--- config.mk ---
export PLATFORM = sky130hd
export DESIGN_NAME = pwmcg_top
export DESIGN_NICKNAME = d
export VERILOG_FILES = /design/src/rtl/pwmcg_pkg.sv /design/src/rtl/pwmcg_prescaler.sv /design/src/rtl/pwmcg_tap_sel.sv /design/src/rtl/pwmcg_lin_div.sv /design/src/rtl/pwmcg_top.sv
export SDC_FILE = /design/constraint.sdc
export NUM_CORES = 1
export LEC_CHECK = 0
export BUFFER_PORTS_ARGS = -buffer_cell sky130_fd_sc_hd__buf_2
export CAP_MARGIN = 30
export CELL_PAD_IN_SITES_DETAIL_PLACEMENT = 2
export CELL_PAD_IN_SITES_GLOBAL_PLACEMENT = 2
export CORE_MARGIN = 2
export CORE_UTILIZATION = 37
export DETAILED_ROUTE_END_ITERATION = 16
export PLACE_DENSITY = 0.82
export SLEW_MARGIN = 15
export SYNTH_ARGS = -nofsm -noshare
export SYNTH_HDL_FRONTEND = slang
export SYNTH_SLANG_ARGS = --single-unit
--- constraint.sdc ---
create_clock -name clk -period 3 [get_ports clk]
set_clock_uncertainty 0.2 [all_clocks]
set_input_delay 0.15 -clock clk [delete_from_list [all_inputs] [get_ports clk]]
set_output_delay 0.15 -clock clk [all_outputs]
set_load 0.01 [all_outputs]
--- src/rtl/pwmcg_pkg.sv ---
// Shared sizes, the per-stream configuration type and the mode-word
// field extraction used by the dual clock-enable generator.
package pwmcg_pkg;

    localparam int PRE_W         = 10;  // prescaler width, taps 0..PRE_W
    localparam int DIV_W         = 8;   // linear divide factor width
    localparam int SEL_W         = 4;   // tap code width
    localparam int NUM_STREAMS   = 2;   // stream A = 0, stream B = 1
    localparam int STREAM_STRIDE = 16;  // bit distance between stream fields
    localparam int SEL_OFS       = 8;   // tap code offset inside a stream field
    localparam int MODE_W        = 32;  // mode word width

    typedef struct packed {
        logic [SEL_W-1:0] sel;
        logic [DIV_W-1:0] div;
    } stream_cfg_t;

    // Pull one stream's settings out of the mode word.
    function automatic stream_cfg_t extract_cfg(input logic [MODE_W-1:0] word,
                                                input int                 idx);
        stream_cfg_t c;
        c.div = word[idx*STREAM_STRIDE +: DIV_W];
        c.sel = word[idx*STREAM_STRIDE + SEL_OFS +: SEL_W];
        return c;
    endfunction

endpackage

--- src/rtl/pwmcg_prescaler.sv ---
// Free-running shared prescaler.
// Provides one tap strobe per power of two, 2^0 .. 2^PRE_W.
// Tap k is high in every cycle where the low k count bits are zero.
// Tap 0 is high in every cycle.
// Assumes a synchronous active-low reset that returns the count to zero.
module pwmcg_prescaler #(
    parameter int PRE_W = pwmcg_pkg::PRE_W
) (
    input  logic           clk,
    input  logic           rst_n,
    output logic [PRE_W:0] taps_o
);

    logic [PRE_W-1:0] cnt_q;

    // Advance the shared count every cycle.
    always_ff @(posedge clk) begin
        if (!rst_n) cnt_q <= '0;
        else        cnt_q <= cnt_q + 1'b1;
    end

    assign taps_o[0] = 1'b1;

    // One zero-detect on the low bits per tap.
    for (genvar k = 1; k <= PRE_W; k++) begin : g_tap
        assign taps_o[k] = (cnt_q[k-1:0] == '0);
    end


    prescale_step_chk: assert property (@(posedge clk) disable iff (!rst_n)
        $past(rst_n) |-> cnt_q == $past(cnt_q) + 1'b1);


    widest_tap_wrap_chk: assert property (@(posedge clk) disable iff (!rst_n)
        taps_o[PRE_W] |=> !taps_o[PRE_W]);

endmodule

--- src/rtl/pwmcg_tap_sel.sv ---
// Tap selector: forwards the prescaler tap named by the tap code.
// Codes above PRE_W are reserved and select nothing.
// This module is purely combinational.
module pwmcg_tap_sel #(
    parameter int PRE_W = pwmcg_pkg::PRE_W,
    parameter int SEL_W = pwmcg_pkg::SEL_W
) (
    input  logic [PRE_W:0]   taps_i,
    input  logic [SEL_W-1:0] sel_i,
    output logic             tap_o
);

    // Decode the tap code. A reserved code leaves the output low.
    always_comb begin
        tap_o = 1'b0;
        for (int k = 0; k <= PRE_W; k++) begin
            if (sel_i == SEL_W'(k)) tap_o = taps_i[k];
        end
    end

endmodule

--- src/rtl/pwmcg_lin_div.sv ---
// Linear divider: counts selected taps and emits a one-cycle enable
// on every div_i-th tap. div_i == 0 keeps the output silent.
// clr_i restarts the count, drops any pulse due, and ignores the tap
// in that cycle. Assumes div_i only changes when clr_i is high.
module pwmcg_lin_div #(
    parameter int DIV_W = pwmcg_pkg::DIV_W
) (
    input  logic             clk,
    input  logic             rst_n,
    input  logic             tap_i,
    input  logic [DIV_W-1:0] div_i,
    input  logic             clr_i,
    output logic             en_o
);

    logic [DIV_W-1:0] cnt_q;
    logic             en_q;
    logic             last_tap;

    assign last_tap = (cnt_q == DIV_W'(div_i - 1'b1));

    // Count taps, wrap at the divide factor, register the pulse.
    always_ff @(posedge clk) begin
        if (!rst_n) begin
            cnt_q <= '0;
            en_q  <= 1'b0;
        end else if (clr_i) begin
            cnt_q <= '0;
            en_q  <= 1'b0;
        end else if (tap_i && (div_i != '0)) begin
            if (last_tap) begin
                cnt_q <= '0;
                en_q  <= 1'b1;
            end else begin
                cnt_q <= cnt_q + 1'b1;
                en_q  <= 1'b0;
            end
        end else begin
            en_q <= 1'b0;
        end
    end

    assign en_o = en_q;


    off_silent_chk: assert property (@(posedge clk) disable iff (!rst_n)
        (div_i == '0) |=> !en_o);


    clear_quiet_chk: assert property (@(posedge clk) disable iff (!rst_n)
        clr_i |=> !en_o && cnt_q == '0);


    single_cycle_chk: assert property (@(posedge clk) disable iff (!rst_n)
        (en_o && div_i > DIV_W'(1)) |=> !en_o);


    count_bound_chk: assert property (@(posedge clk) disable iff (!rst_n)
        (div_i != '0) |-> cnt_q < div_i);


    no_tap_no_pulse_chk: assert property (@(posedge clk) disable iff (!rst_n)
        !tap_i |=> !en_o);

endmodule

--- src/rtl/pwmcg_top.sv ---
// Dual prescaled clock-enable generator.
// Holds the mode word, runs one shared prescaler, and builds each stream
// from a tap selector followed by a linear divider.
// A write clears a stream's count only if that stream's fields change.
// Reset is synchronous and active low.
module pwmcg_top (
    input  logic        clk,
    input  logic        rst_n,
    input  logic [31:0] mode_word,
    input  logic        mode_we,
    output logic        en_a,
    output logic        en_b
);
    import pwmcg_pkg::*;

    stream_cfg_t          cfg_q   [NUM_STREAMS];
    stream_cfg_t          cfg_new [NUM_STREAMS];
    logic [NUM_STREAMS-1:0] clr;
    logic [NUM_STREAMS-1:0] tap_sel;
    logic [NUM_STREAMS-1:0] en;
    logic [PRE_W:0]         taps;

    pwmcg_prescaler #(.PRE_W(PRE_W)) u_pre (
        .clk    (clk),
        .rst_n  (rst_n),
        .taps_o (taps)
    );

    for (genvar s = 0; s < NUM_STREAMS; s++) begin : g_stream
        assign cfg_new[s] = extract_cfg(mode_word, s);
        assign clr[s]     = mode_we && (cfg_new[s] != cfg_q[s]);

        // Hold this stream's settings, load them on a write.
        always_ff @(posedge clk) begin
            if (!rst_n)       cfg_q[s] <= '0;
            else if (mode_we) cfg_q[s] <= cfg_new[s];
        end

        pwmcg_tap_sel #(.PRE_W(PRE_W), .SEL_W(SEL_W)) u_sel (
            .taps_i (taps),
            .sel_i  (cfg_q[s].sel),
            .tap_o  (tap_sel[s])
        );

        pwmcg_lin_div #(.DIV_W(DIV_W)) u_div (
            .clk   (clk),
            .rst_n (rst_n),
            .tap_i (tap_sel[s]),
            .div_i (cfg_q[s].div),
            .clr_i (clr[s]),
            .en_o  (en[s])
        );
    end

    assign en_a = en[0];
    assign en_b = en[1];


    field_b_div_chk: assert property (@(posedge clk) disable iff (!rst_n)
        mode_we |=> cfg_q[1].div == $past(mode_word[23:16]));


    field_a_sel_chk: assert property (@(posedge clk) disable iff (!rst_n)
        mode_we |=> cfg_q[0].sel == $past(mode_word[11:8]));


    reserved_a_chk: assert property (@(posedge clk) disable iff (!rst_n)
        (cfg_q[0].sel > SEL_W'(PRE_W)) |=> !en_a);


    reserved_b_chk: assert property (@(posedge clk) disable iff (!rst_n)
        (cfg_q[1].sel > SEL_W'(PRE_W)) |=> !en_b);


    keep_b_chk: assert property (@(posedge clk) disable iff (!rst_n)
        (mode_we && cfg_new[1] == cfg_q[1]) |=> $stable(cfg_q[1]));

endmodule

# [Yosys cells after proc, flatten, opt, wreduce, memory -nomap -nowiden]
# Memory sizes are Yosys's and may differ from the RTL's.
# Cells that the tools add are included.
[totals] out_inout_bits=2 ram_bits=24 word_cells=94 input_bits=35 memories=1 regBits=28
[op_classes] muxes=32 bitwise_logic=6 n_addsub=5 reduce_logical=21 n_eq_ne=24
[mem_list] name="cfg_q" depth=2 width=12 read_ports=2 rd_ports_with_merged_regs=0 write_ports=2 line_no="pwmcg_top.sv:16" rtl="stream_cfg_t cfg_q [NUM_STREAMS];"
[ops] operator="$eq A4 B3 Y1 const B" n=8
[ops] operator="$mux W1" n=28
[ops] operator="$eq A4 B4 Y1 const B" n=6
[ops] operator="$mux W12" n=2
[ops] operator="$ne A12 B12 Y1" n=2
[ops] operator="$add A8 B1 Y8 const B" n=2
[ops] operator="$eq A4 B2 Y1 const B" n=4
[ops] operator="$eq A8 B8 Y1" n=2
[ops] operator="$mux W8" n=2
[ops] operator="$reduce_bool A8 Y1" n=2
[ops] operator="$sub A8 B1 Y8 const B" n=2
[ops] operator="$logic_not A4 Y1" n=3
[ops] operator="$add A10 B1 Y10 const B" n=1
[ops] operator="$logic_not A10 Y1" n=1
[ops] operator="$logic_not A9 Y1" n=1
[ops] operator="$eq A4 B1 Y1 const B" n=2
[ops] operator="$logic_not A8 Y1" n=1
[ops] operator="$logic_not A7 Y1" n=1
[ops] operator="$logic_not A6 Y1" n=1
[ops] operator="$reduce_or A3 Y1" n=2
[ops] operator="$logic_not A5 Y1" n=1
[ops] operator="$logic_and A1 B1 Y1" n=4
[ops] operator="$not A1 Y1" n=4
[ops] operator="$reduce_or A2 Y1" n=2
[ops] operator="other kinds (3)" n=4

# [Longest topological paths before layout]
# Gate-level depths: netlist (run 1).
# An unclocked memory read counts as a cell.
[logic_depth] word_depth=16 mapped_depth=9

# [Modules after synthesis]
# A second synthesis (run 1) with hierarchy kept.
[hier_totals] cells_unflattened=328 hier_area_um2=3339.5
[modules_own_cells] module="pwmcg_top" n_inst=1 cells_each=85 area_each_um2=1176.1 seq_area_each_um2=720.7
[modules_own_cells] module="pwmcg_lin_div (g_stream[1].u_div)" n_inst=1 cells_each=81 area_each_um2=711.9 seq_area_each_um2=180.2
[modules_own_cells] module="pwmcg_lin_div (g_stream[0].u_div)" n_inst=1 cells_each=77 area_each_um2=706.9 seq_area_each_um2=180.2
[modules_own_cells] module="pwmcg_prescaler" n_inst=1 cells_each=61 area_each_um2=524.3 seq_area_each_um2=200.2
[modules_own_cells] module="pwmcg_tap_sel" n_inst=2 cells_each=12 area_each_um2=110.1 seq_area_each_um2=0.0

# [Least setup slack after synthesis (run 1)]
# OpenSTA, ideal clock, no wires.
[synth_path] path_type="reg-to-reg" start="memory cfg_q[0][0] in the netlist's numbering" end="register g_stream[0].u_div.cnt_q[2]" arrival_time_ns=2.036 n_path_buf=1 setup_time_ns=0.127 setup_slack_ns=0.637 t_required_ns=2.673 synth_period_minus_slack_ns=2.363 stages_incl_launch_ff=10 cell_sequence="edfxtp_1 > inv_1 > ha_1 > nor4b_2 > nor3b_2 > a211oi_1 > or4_1 > buf_6 > nand3_4 > o211ai_1"
[synth_rtl] element="start, declared" line_no="pwmcg_top.sv:16"
[synth_rtl] element="end signal, assigned" line_no="pwmcg_lin_div.sv:35" rtl="cnt_q <= cnt_q + 1'b1;"
[synth_rtl] element="end, declared" line_no="pwmcg_lin_div.sv:16" rtl="logic [DIV_W-1:0] cnt_q;"

==> results of run 1 <==
critical path: stages, from the launching register on:
cell	delay (ns)
edfxtp_1	0.51
inv_1	0.11
ha_1	0.18
nor2b_1	0.36
a21oi_1	0.15
a2111oi_2	0.48
o211ai_4	0.28
nand4b_1	0.18
a31oi_1	0.09
kinds of logic after synthesis:
family                   count (synthesis)  synth area share
AND/OR/NAND/NOR                        166             0.306
AO/OA/AOI/OAI                           52             0.111
flip-flops                              52             0.384
XOR/XNOR                                50             0.131
buffers and inverters                   30            0.0397
adder cells (fa/ha/maj)                  6            0.0225
multiplexers                             2           0.00637
stage by stage:
step / instance area [um^2] / std cells / util / setup WS, ns
floorplan: 3340 / 358 / - / 0.637
global placement: 3550 / 479 / 0.407 / 0.307
detailed placement: 3550 / 479 / 0.407 / 0.145
CTS: 3870 / 508 / 0.444 / 0.139
global route: 3900 / 509 / 0.447 / 0.0577
finish: 3900 / 509 / 0.447 / 0.341
final timing paths:
path / start / end / slack [ns]
max: cfg_q[1][0] / g_stream[1].u_div.cnt_q[2] / 0.34
min: mode_word[18] / cfg_q[1][2] / 0.02
max reg2reg: cfg_q[1][0] / g_stream[1].u_div.cnt_q[2] / 0.34
min reg2reg: g_stream[0].u_div.cnt_q[1] / g_stream[0].u_div.cnt_q[1] / 0.35
power by group through the flow:
stage	registers (mW)	clock network, mW	logic, mW
after global routing	0.849	0.560	0.378
final	0.842	0.520	0.337
after detailed placement	0.857	0	0.307
after CTS	0.841	0.535	0.332
after global placement	0.854	0	0.290
after floorplan	0.827	0	0.237
flip-flops by register name (all words and copies together), names as in the netlist:
name                  flops
g_stream.u_div.cnt_q     16
cfg_q                    24
u_pre.cnt_q              10
g_stream.u_div.en_o       2
cells in the mapped netlist (5+ instances only):
library cell	n	area, um^2
nand2_1	16	60.1
xnor2_1	30	263
and3_1	31	194
nor3_1	5	25.0
a21oi_1	9	45.0
clkbuf_1	12	45.0
nand3_1	37	185
a31oi_1	8	50.1
o211ai_1	9	67.6
edfxtp_1	24	721
ha_1	6	75.1
nand2b_1	6	37.5
dfxtp_1	28	561
and2_1	9	56.3
nor2_1	13	48.8
xor2_1	20	175
nor2b_1	10	62.6
inv_1	12	45.0
nand4_1	8	50.1
layout make-up:
class | instances | share of cell area
well taps | 108 | 0.0346
flip-flops and latches | 52 | 0.328
clock inverters | 3 | 0.0119
multi-input cells | 276 | 0.498
clock buffers | 5 | 0.0176
repair buffers | 53 | 0.0981
inverters | 12 | 0.0115
layer usage:
metal,wire (um),track usage
met1,4390,0.264
met2,5130,0.377
met3,136,0.0248
met4,65,0.0411
met5,0,0
cells in the final DEF, fill, tap and decap left out, drive strengths merged, types with 4 or more instances in the layout:
master / synthesis / final
nand3: 38 / 38
and3: 31 / 31
buf: 6 / 31
xnor2: 30 / 30
dfxtp: 28 / 28
edfxtp: 24 / 24
dlygate4sd3: 0 / 22
xor2: 20 / 20
nand2: 16 / 16
nor2: 13 / 13
inv: 12 / 13
nor2b: 10 / 10
o211ai: 10 / 10
and2: 9 / 9
a21oi: 9 / 9
a31oi: 8 / 8
nand4: 8 / 8
nor3b: 7 / 7
nand2b: 6 / 6
ha: 6 / 6
nor3: 6 / 6
o21ai: 6 / 6
clkbuf: 12 / 5
nor4: 5 / 5
or2: 4 / 4
timing repair:
item                                    in CTS  in global routing
gates resized for setup                      0                  3
endpoints found under the setup margin       0                  7
hold buffers                                21                  1
endpoints found under the hold margin       21                  1
==> flow_summary_export.csv, run 1 <==
group,metric,value,unit
finish,seq_area,0.00128,mm^2
power_and_ir_drop,internal_power,1.18,mW
floorplanning,dieArea,0.00980,mm^2
drt,vias,2834,
cts,cts_sinks,52,
cts,cts_tree,"built",
grt,grt_pass1_wl,16300,um
setup_path,worstSetupPathType,"reg -> reg",
drt,drc,0,
grt,track_usage,0.207,
sta,fin_tns_setup,0,ns
drt,ant_nets,0,
placed_design,gp_congestion,0.811,
min_path,hold_depth,2,
yosys,synth_ff_type,"dfxtp_1",
yosys,netlist_area,0.00334,mm^2
power_and_ir_drop,total_power,1.70,mW
sta,fmax,0.376,GHz
min_path,hp-class,"in -> reg",
power_and_ir_drop,ir_drop,228,uV
cts,post-cts-setup-buffer-count,0,
sta,drv_slew,0,
setup_path,reg2reg_depth,8,
cts,cts_made_buffers,5,
yosys,synth-seq-cells,52,
power_and_ir_drop,power.density,435,mW/mm^2
drt,wl,9720,um
floorplanning,die_h,99,um
finish,antenna_cells,0,
setup_path,cp-end-kind,"register",
sta,hold_viol,0,
sta,setup_violations,0,
power_and_ir_drop,pwr-share-seq,0.496,
cts,cts_root_buffer,"clkbuf_8",
outcome,status,"finished, final reports clean",
drt,vias_per_cell,5.57,
grt,antenna_found_initial,0,
sta,fin_crit,2.66,ns
yosys,seq_area_frac_synth,0.384,
power_and_ir_drop,switching_share,0.303,
yosys,syn_nets,399,
setup_path,path_max_fanout,15,
yosys,synth_cells,358,
job,drv_cap,0,
drt,post_drt_wl_per_cell,19.1,um
cts,clkLatencyLatePin,0.32,ns
setup_path,startpoint_type,"register",
grt,grt-ovfl-total,0,
finish,num-fill-cells,950,
sta,fin_crit_sh,0.886,
finish,drive_above_1_share,0.147,
floorplanning,ioPinCount,37,
setup_path,worst_ep_arrival_time,2.65,ns
yosys,synth_edf_count,24,
power_and_ir_drop,power.share.clock,0.306,
yosys,postSynthAreaPerCell,9.33,um^2
sta,rsz0062_at_grt,"false",
floorplanning,die_w,99,um
finish,layout.nets,441,
yosys,ys_types,58,
yosys,async_reset_ff_frac,0,
sta,holdWs,0.0207,ns
floorplanning,rows,34,
power_and_ir_drop,p_leak,1.48,nW
sta,slew_headroom,0.658,
floorplanning,start_util,0.383,
cts,path_clk_slew,0.11,ns
grt,grt_max_degree,27,
floorplanning,core,0.00872,mm^2
finish,multi_input_area,0.00194,mm^2
drt,firstDrtPassIters,4,
drt,drt_iter0_markers,78,
finish,area_growth,16.9,%
placed_design,port_buffers,28,
sta,worst_pin_slew,0.509,ns
cts,clock_path_buffers,2,
placed_design,hpwl,6800,um
setup_path,cp_data_required_time,3.00,ns
power_and_ir_drop,p_comb_frac,0.198,
grt,grt_pass1_vias,3196,
power_and_ir_drop,power_switching,515,uW
cts,htree_levels,2,
yosys,yosys_warnings,0,
Note: power is estimated with default switching activity, not from simulation.
==> run 2: changes to the inputs <==
- PLACE_DENSITY: 0.82 -> not set
- PLACE_DENSITY_LB_ADDON: not set -> 0.3
==> run 2 against run 1 <==
Sequential cell count did not move. Critical path depth did not move. Worst hold slack got worse by 0.016 ns. Largest cell class unchanged.
==> flow_summary_export.csv, run 2 (synthesized netlist as in run 1, its figures left out) <==
group,metric,value,unit
finish,top_regs,"cfg_q x24, g_stream.u_div.cnt_q x16, u_pre.cnt_q x10",
floorplanning,start_util,0.383,
drt,wl,9600,um
sta,fin_crit,2.68,ns
grt,grt_pass1_vias,3206,
cts,cts_made_buffers,5,
setup_path,r2r-end,"g_stream[0].u_div.cnt_q[6]",
setup_path,cp_data_required_time,3.00,ns
cts,cts_tree,"built",
finish,final_cell_mix,"37 x nand3_1, 31 x and3_1, 30 x xnor2_1",
sta,worst_pin_slew,0.643,ns
sta,drv_slew,0,
grt,track_usage,0.206,
setup_path,crit_chain,"inv_1 > ha_1 > nor4b_2 > nor3b_2 > a211oi_1 > or4_4 > nand3_4 > o211ai_1",
placed_design,hpwl,6860,um
sta,fmax,0.373,GHz
floorplanning,rows,34,
cts,cts_root_buffer,"clkbuf_8",
drt,post_drt_wl_per_cell,19.0,um
cts,clkLatencyLatePin,0.31,ns
drt,drt_iter0_markers,75,
power_and_ir_drop,p_leak,1.47,nW
finish,fin_area,0.00384,mm^2
setup_path,worst-path-buf-inv,1,
sta,hold_viol,0,
setup_path,worst_ep_arrival_time,2.67,ns
grt,grt-ovfl-total,0,
finish,area_growth,14.9,%
placed_design,post_dp_cell_area,0.00355,mm^2
drt,firstDrtPassIters,4,
finish,largest_reg_flops,24,
finish,regMostFlops,"cfg_q",
drt,vias_per_cell,5.68,
drt,vias,2868,
setup_path,worstSetupPathType,"reg -> reg",
setup_path,worst-path-stages,8,
finish,layout.nets,437,
cts,cts_sinks,52,
setup_path,startpoint,"cfg_q[0][0]",
cts,clock_path_buffers,2,
sta,slew_headroom,0.570,
outcome,status,"finished, final reports clean",
power_and_ir_drop,ir_drop,205,uV
power_and_ir_drop,power.density,425,mW/mm^2
setup_path,crit_slowest_cell,"or4_4",
sta,rsz0062_at_grt,"false",
setup_path,critical-path-top-delay-family,"simple AND/OR/NAND/NOR gates",
sta,setup_violations,0,
setup_path,r2r_start,"cfg_q[0][0]",
setup_path,path_max_fanout,10,
min_path,hold_depth,2,
grt,grt_max_degree,27,
sta,fin_crit_sh,0.893,
cts,htree_levels,2,
floorplanning,core,0.00872,mm^2
grt,grt_pass1_wl,16400,um
floorplanning,dieArea,0.00980,mm^2
floorplanning,die_w,99,um
setup_path,reg2reg_slack,0.32,ns
finish,final_core_util,0.440,
finish,final_common_cell,"nand3_1",
sta,fin_tns_setup,0,ns
cts,path_clk_slew,0.09,ns
setup_path,critPathCapture,"g_stream[0].u_div.cnt_q[6]",
min_path,hp-class,"in -> reg",
drt,drc,0,
floorplanning,die_h,99,um
grt,antenna_found_initial,0,
placed_design,port_buffers,28,
finish,antenna_cells,0,
floorplanning,ioPinCount,37,
drt,ant_nets,0,
setup_path,cp-end-kind,"register",
setup_path,crit_path_max_incr_delay,0.66,ns
job,drv_cap,0,
placed_design,gp_congestion,0.813,
setup_path,startpoint_type,"register",
setup_path,reg2reg_depth,8,
finish,drive_above_1_share,0.144,
## run 2: stage by stage
step / total power [mW] / worst slack [ns] / hold slack [ns] / cells
after floorplan: 1.06 / 0.637 / 0.173 / 358
final: 1.63 / 0.322 / 0.00454 / 505
after global placement: 1.15 / 0.306 / 0.295 / 479
after global routing: 1.72 / 0.139 / 0.00445 / 505
after CTS: 1.65 / 0.101 / 0.00351 / 505
after detailed placement: 1.17 / 0.120 / 0.306 / 479
## run 2: power breakdown
| group | leakage (nW) | internal (mW) | total, mW | switching [mW] |
|---|---|---|---|---|
| sequential | 0.484 | 0.779 | 0.842 | 0.0632 |
| clock | 0.0534 | 0.215 | 0.461 | 0.246 |
| combinational | 0.927 | 0.149 | 0.328 | 0.179 |
## run 2: worst reg2reg max path, delay by kind of cell, from the launching register on
family                   cells  cell delay (ns)
AO/OA/AOI/OAI                2             0.19
adder cells (fa/ha/maj)      1             0.23
flip-flops                   1             0.49
buffers and inverters        1             0.11
AND/OR/NAND/NOR              4             1.35
## run 2: worst min path at each step
| stage | startpoint | endpoint | slack (ns) |
|---|---|---|---|
| 4_1_cts | mode_word[1] | cfg_q[0][1] | 0.004 |
| 2_1_floorplan | mode_we | cfg_q[0][4] | 0.17 |
| 6_report | mode_word[20] | cfg_q[1][4] | 0.005 |
| 5_1_grt | mode_word[2] | cfg_q[0][2] | 0.004 |
| 3_5_place_dp | mode_word[27] | cfg_q[1][11] | 0.31 |
| 3_3_place_gp | g_stream[1].u_div.cnt_q[7] | g_stream[1].u_div.cnt_q[7] | 0.29 |
## run 2: area by class of cell
cell class | count | area (um^2)
Fill cell | 949 | 4880
Multi-Input combinational cell | 276 | 1930
Sequential cell | 52 | 1280
Timing Repair Buffer | 49 | 343
Tap cell | 108 | 135
Clock buffer | 7 | 97.6
Inverter | 12 | 45.0
Clock inverter | 1 | 5.00
## run 2: routing by layer
layer	up-vias	part of all wire	GRT usage
li1	1383	-	-
met1	1451	0.45	0.270
met2	25	0.52	0.362
met3	9	0.018	0.0284
met4	0	0.011	0.0464
met5	-	0	0
## run 2: repair_timing
action	4_1_cts	5_1_grt
resized for setup	0	1
setup endpoints to repair	0	6
setup buffers	0	0
hold endpoints to repair	18	0
hold buffers	18	0
==> run 3: changes to the inputs <==
- ABC_AREA: not set -> 1
- CORE_UTILIZATION: 37 -> 33
- SLEW_MARGIN: 15 -> not set
==> run 3 against run 2 <==
Routed wire length increased by 13%. Worst hold slack improved by 0.29 ns. Global-route usage increased by 0.17 points. Largest power group unchanged. Critical path type unchanged.
==> flow_summary_export.csv, run 3 <==
group,metric,value,unit
setup_path,startpoint_type,"register",
finish,regMostFlops,"cfg_q",
job,drv_cap,0,
drt,ant_nets,0,
power_and_ir_drop,power.density,401,mW/mm^2
sta,fin_crit,2.31,ns
setup_path,critPathCapture,"g_stream[1].u_div.cnt_q[1]",
grt,track_usage,0.208,
floorplanning,ioPinCount,37,
yosys,netlist_area,0.00350,mm^2
finish,antenna_cells,0,
yosys,synth_area_leaders,"edfxtp_1 21%, dfxtp_1 16%, nand2_1 14%",
yosys,ys_types,30,
cts,clock_path_buffers,2,
sta,drv_slew,0,
power_and_ir_drop,pwr-share-seq,0.500,
sta,slew_headroom,0.414,
grt,antenna_found_initial,0,
yosys,synth_edf_count,24,
placed_design,port_buffers,28,
drt,vias_per_cell,4.90,
sta,hold_viol,0,
yosys,synth_cells,522,
placed_design,place_ws,0.722,ns
setup_path,startpoint,"u_pre.cnt_q[0]",
power_and_ir_drop,power_switching,559,uW
cts,path_clk_slew,0.10,ns
floorplanning,core,0.0103,mm^2
sta,postLayoutSetupSlackWorst,0.690,ns
placed_design,gp_congestion,0.809,
yosys,synth_ff_type,"dfxtp_1",
drt,vias,3511,
drt,drt_iter0_markers,91,
yosys,async_reset_ff_frac,0,
finish,top_regs,"cfg_q x24, g_stream.u_div.cnt_q x16, u_pre.cnt_q x10",
sta,fin_crit_sh,0.770,
power_and_ir_drop,switching_share,0.338,
finish,drive_above_1_share,0.0931,
setup_path,reg2reg_depth,11,
min_path,hp-class,"reg -> reg",
cts,htree_levels,2,
finish,finalNonFillerCells,716,
cts,cts_sinks,52,
yosys,yosysMostFrequentCell,"nand2_1",
yosys,yosysTopAreaCell,"edfxtp_1",
yosys,yosys-top-cells-count,"129 x nand2_1, 87 x inv_1, 84 x nor2_1",
power_and_ir_drop,p_leak,1.91,nW
setup_path,cp_data_required_time,3.02,ns
power_and_ir_drop,power.share.clock,0.255,
floorplanning,start_util,0.339,
drt,firstDrtPassIters,4,
sta,fmax,0.433,GHz
floorplanning,die_h,107,um
cts,clkLatencyLatePin,0.32,ns
floorplanning,dieArea,0.0114,mm^2
yosys,yosys_warnings,0,
power_and_ir_drop,internal_power,1.10,mW
yosys,syn_nets,563,
grt,grt_pass1_wl,18700,um
placed_design,post_dp_cell_area,0.00379,mm^2
cts,ctsResizeCount,0,
sta,setup_violations,0,
placed_design,hpwl,8510,um
finish,num-fill-cells,1266,
finish,largest_reg_flops,24,
finish,final_core_util,0.400,
finish,layout.nets,620,
sta,fin_tns_setup,0,ns
cts,post-cts-setup-buffer-count,0,
power_and_ir_drop,p_comb_frac,0.245,
setup_path,r2r-end,"g_stream[1].u_div.cnt_q[1]",
finish,final_cell_mix,"129 x nand2_1, 87 x inv_1, 84 x nor2_1",
floorplanning,rows,37,
sta,holdWs,0.291,ns
setup_path,cp-end-kind,"register",
grt,grt_max_degree,25,
power_and_ir_drop,ir_drop,163,uV
grt,grt_pass1_vias,3924,
drt,post_drt_wl_per_cell,15.2,um
power_and_ir_drop,total_power,1.66,mW
sta,rsz0062_at_grt,"false",
setup_path,r2r_start,"u_pre.cnt_q[0]",
setup_path,reg2reg_slack,0.69,ns
outcome,status,"finished, final reports clean",
finish,fin_area,0.00413,mm^2
yosys,seq_area_frac_synth,0.366,
yosys,netlist.area_leader.share,0.206,
cts,cts_made_buffers,5,
yosys,postSynthAreaPerCell,6.70,um^2
finish,area_growth,17.9,%
floorplanning,die_w,107,um
setup_path,worst_ep_arrival_time,2.33,ns
cts,cts_root_buffer,"clkbuf_8",
placed_design,dp.cells,683,
drt,drc,0,
setup_path,worstSetupPathType,"reg -> reg",
sta,worst_pin_slew,0.878,ns
yosys,synth-seq-cells,52,
finish,final_common_cell,"nand2_1",
setup_path,path_max_fanout,8,
cts,cts_tree,"built",
drt,wl,10900,um
grt,grt-ovfl-total,0,
## run 3: cell count changes after synthesis, moves of 7 or more
cell | previous run | this run
xnor2_1 | 30 | 11
and2_1 | 9 | 0
a21oi_1 | 9 | 16
and3_1 | 31 | 0
nor2b_1 | 10 | 0
o211ai_1 | 9 | 1
clkbuf_1 | 12 | 2
inv_1 | 12 | 87
nor2_1 | 13 | 84
nand2_2 | 0 | 7
a31oi_1 | 8 | 0
nand2_1 | 16 | 129
nand3_1 | 37 | 52
## run 3: cell families (layout without fill, tap and decap cells)
kind of cell             Yosys count  after routing  share of synthesized area
AND/OR/NAND/NOR                  306            306                      0.378
adder cells (fa/ha/maj)            6              6                     0.0215
XOR/XNOR                          27             27                     0.0676
AO/OA/AOI/OAI                     37             37                     0.0636
flip-flops                        52             52                      0.366
buffers and inverters             94            152                      0.103
## run 3: area by class of cell
| cell class | count | area, um^2 | share of cell area |
|---|---|---|---|
| clock inverters | 1 | 5.00 | 0.00121 |
| flip-flops and latches | 52 | 1280 | 0.311 |
| repair buffers | 54 | 398 | 0.0965 |
| inverters | 90 | 338 | 0.0819 |
| well taps | 136 | 170 | 0.0412 |
| clock buffers | 7 | 76.3 | 0.0185 |
| multi-input cells | 376 | 1860 | 0.450 |
## run 3: power groups by stage
| stage | sequential [mW] | clock (mW) | combinational (mW) |
|---|---|---|---|
| 2_1_floorplan | 0.827 | 0 | 0.269 |
| 3_3_place_gp | 0.843 | 0 | 0.356 |
| 3_5_place_dp | 0.845 | 0 | 0.380 |
| 4_1_cts | 0.829 | 0.437 | 0.410 |
| 5_1_grt | 0.836 | 0.466 | 0.464 |
| 6_report | 0.828 | 0.423 | 0.405 |
## run 3: worst min path at each step
stage                              start              to  slack, ns  cells after the start
after detailed placement  u_pre.cnt_q[0]  u_pre.cnt_q[0]       0.28                      1
after floorplan                    rst_n  u_pre.cnt_q[1]       0.04                      2
after global routing      u_pre.cnt_q[0]  u_pre.cnt_q[0]       0.33                      1
final                     u_pre.cnt_q[0]  u_pre.cnt_q[0]       0.29                      1
after global placement    u_pre.cnt_q[0]  u_pre.cnt_q[0]       0.26                      1
after CTS                 u_pre.cnt_q[0]  u_pre.cnt_q[0]       0.31                      1
## run 3: what timing repair did
item,in CTS,in global routing
hold buffers,25,0
endpoints found under the hold margin,29,0
endpoints found under the setup margin,0,0
## run 3: layer usage
layer	GRT usage	up-vias	wire length [um]
met5	0	-	0
met4	0.0492	0	135
met3	0.0316	9	232
met2	0.394	46	5600
met1	0.244	1698	4910
li1	-	1758	-
## run 3: worst max-delay path: stages (launching register included)
cell and delay (ns):
dfxtp_1 0.36, inv_1 0.11, ha_1 0.24, nand3_1 0.16
nor2_2 0.15, nand3_1 0.14, nand2_1 0.11, o21ai_1 0.12
a21oi_4 0.29, nand2_2 0.13, nand2_2 0.13, nor2_1 0.06
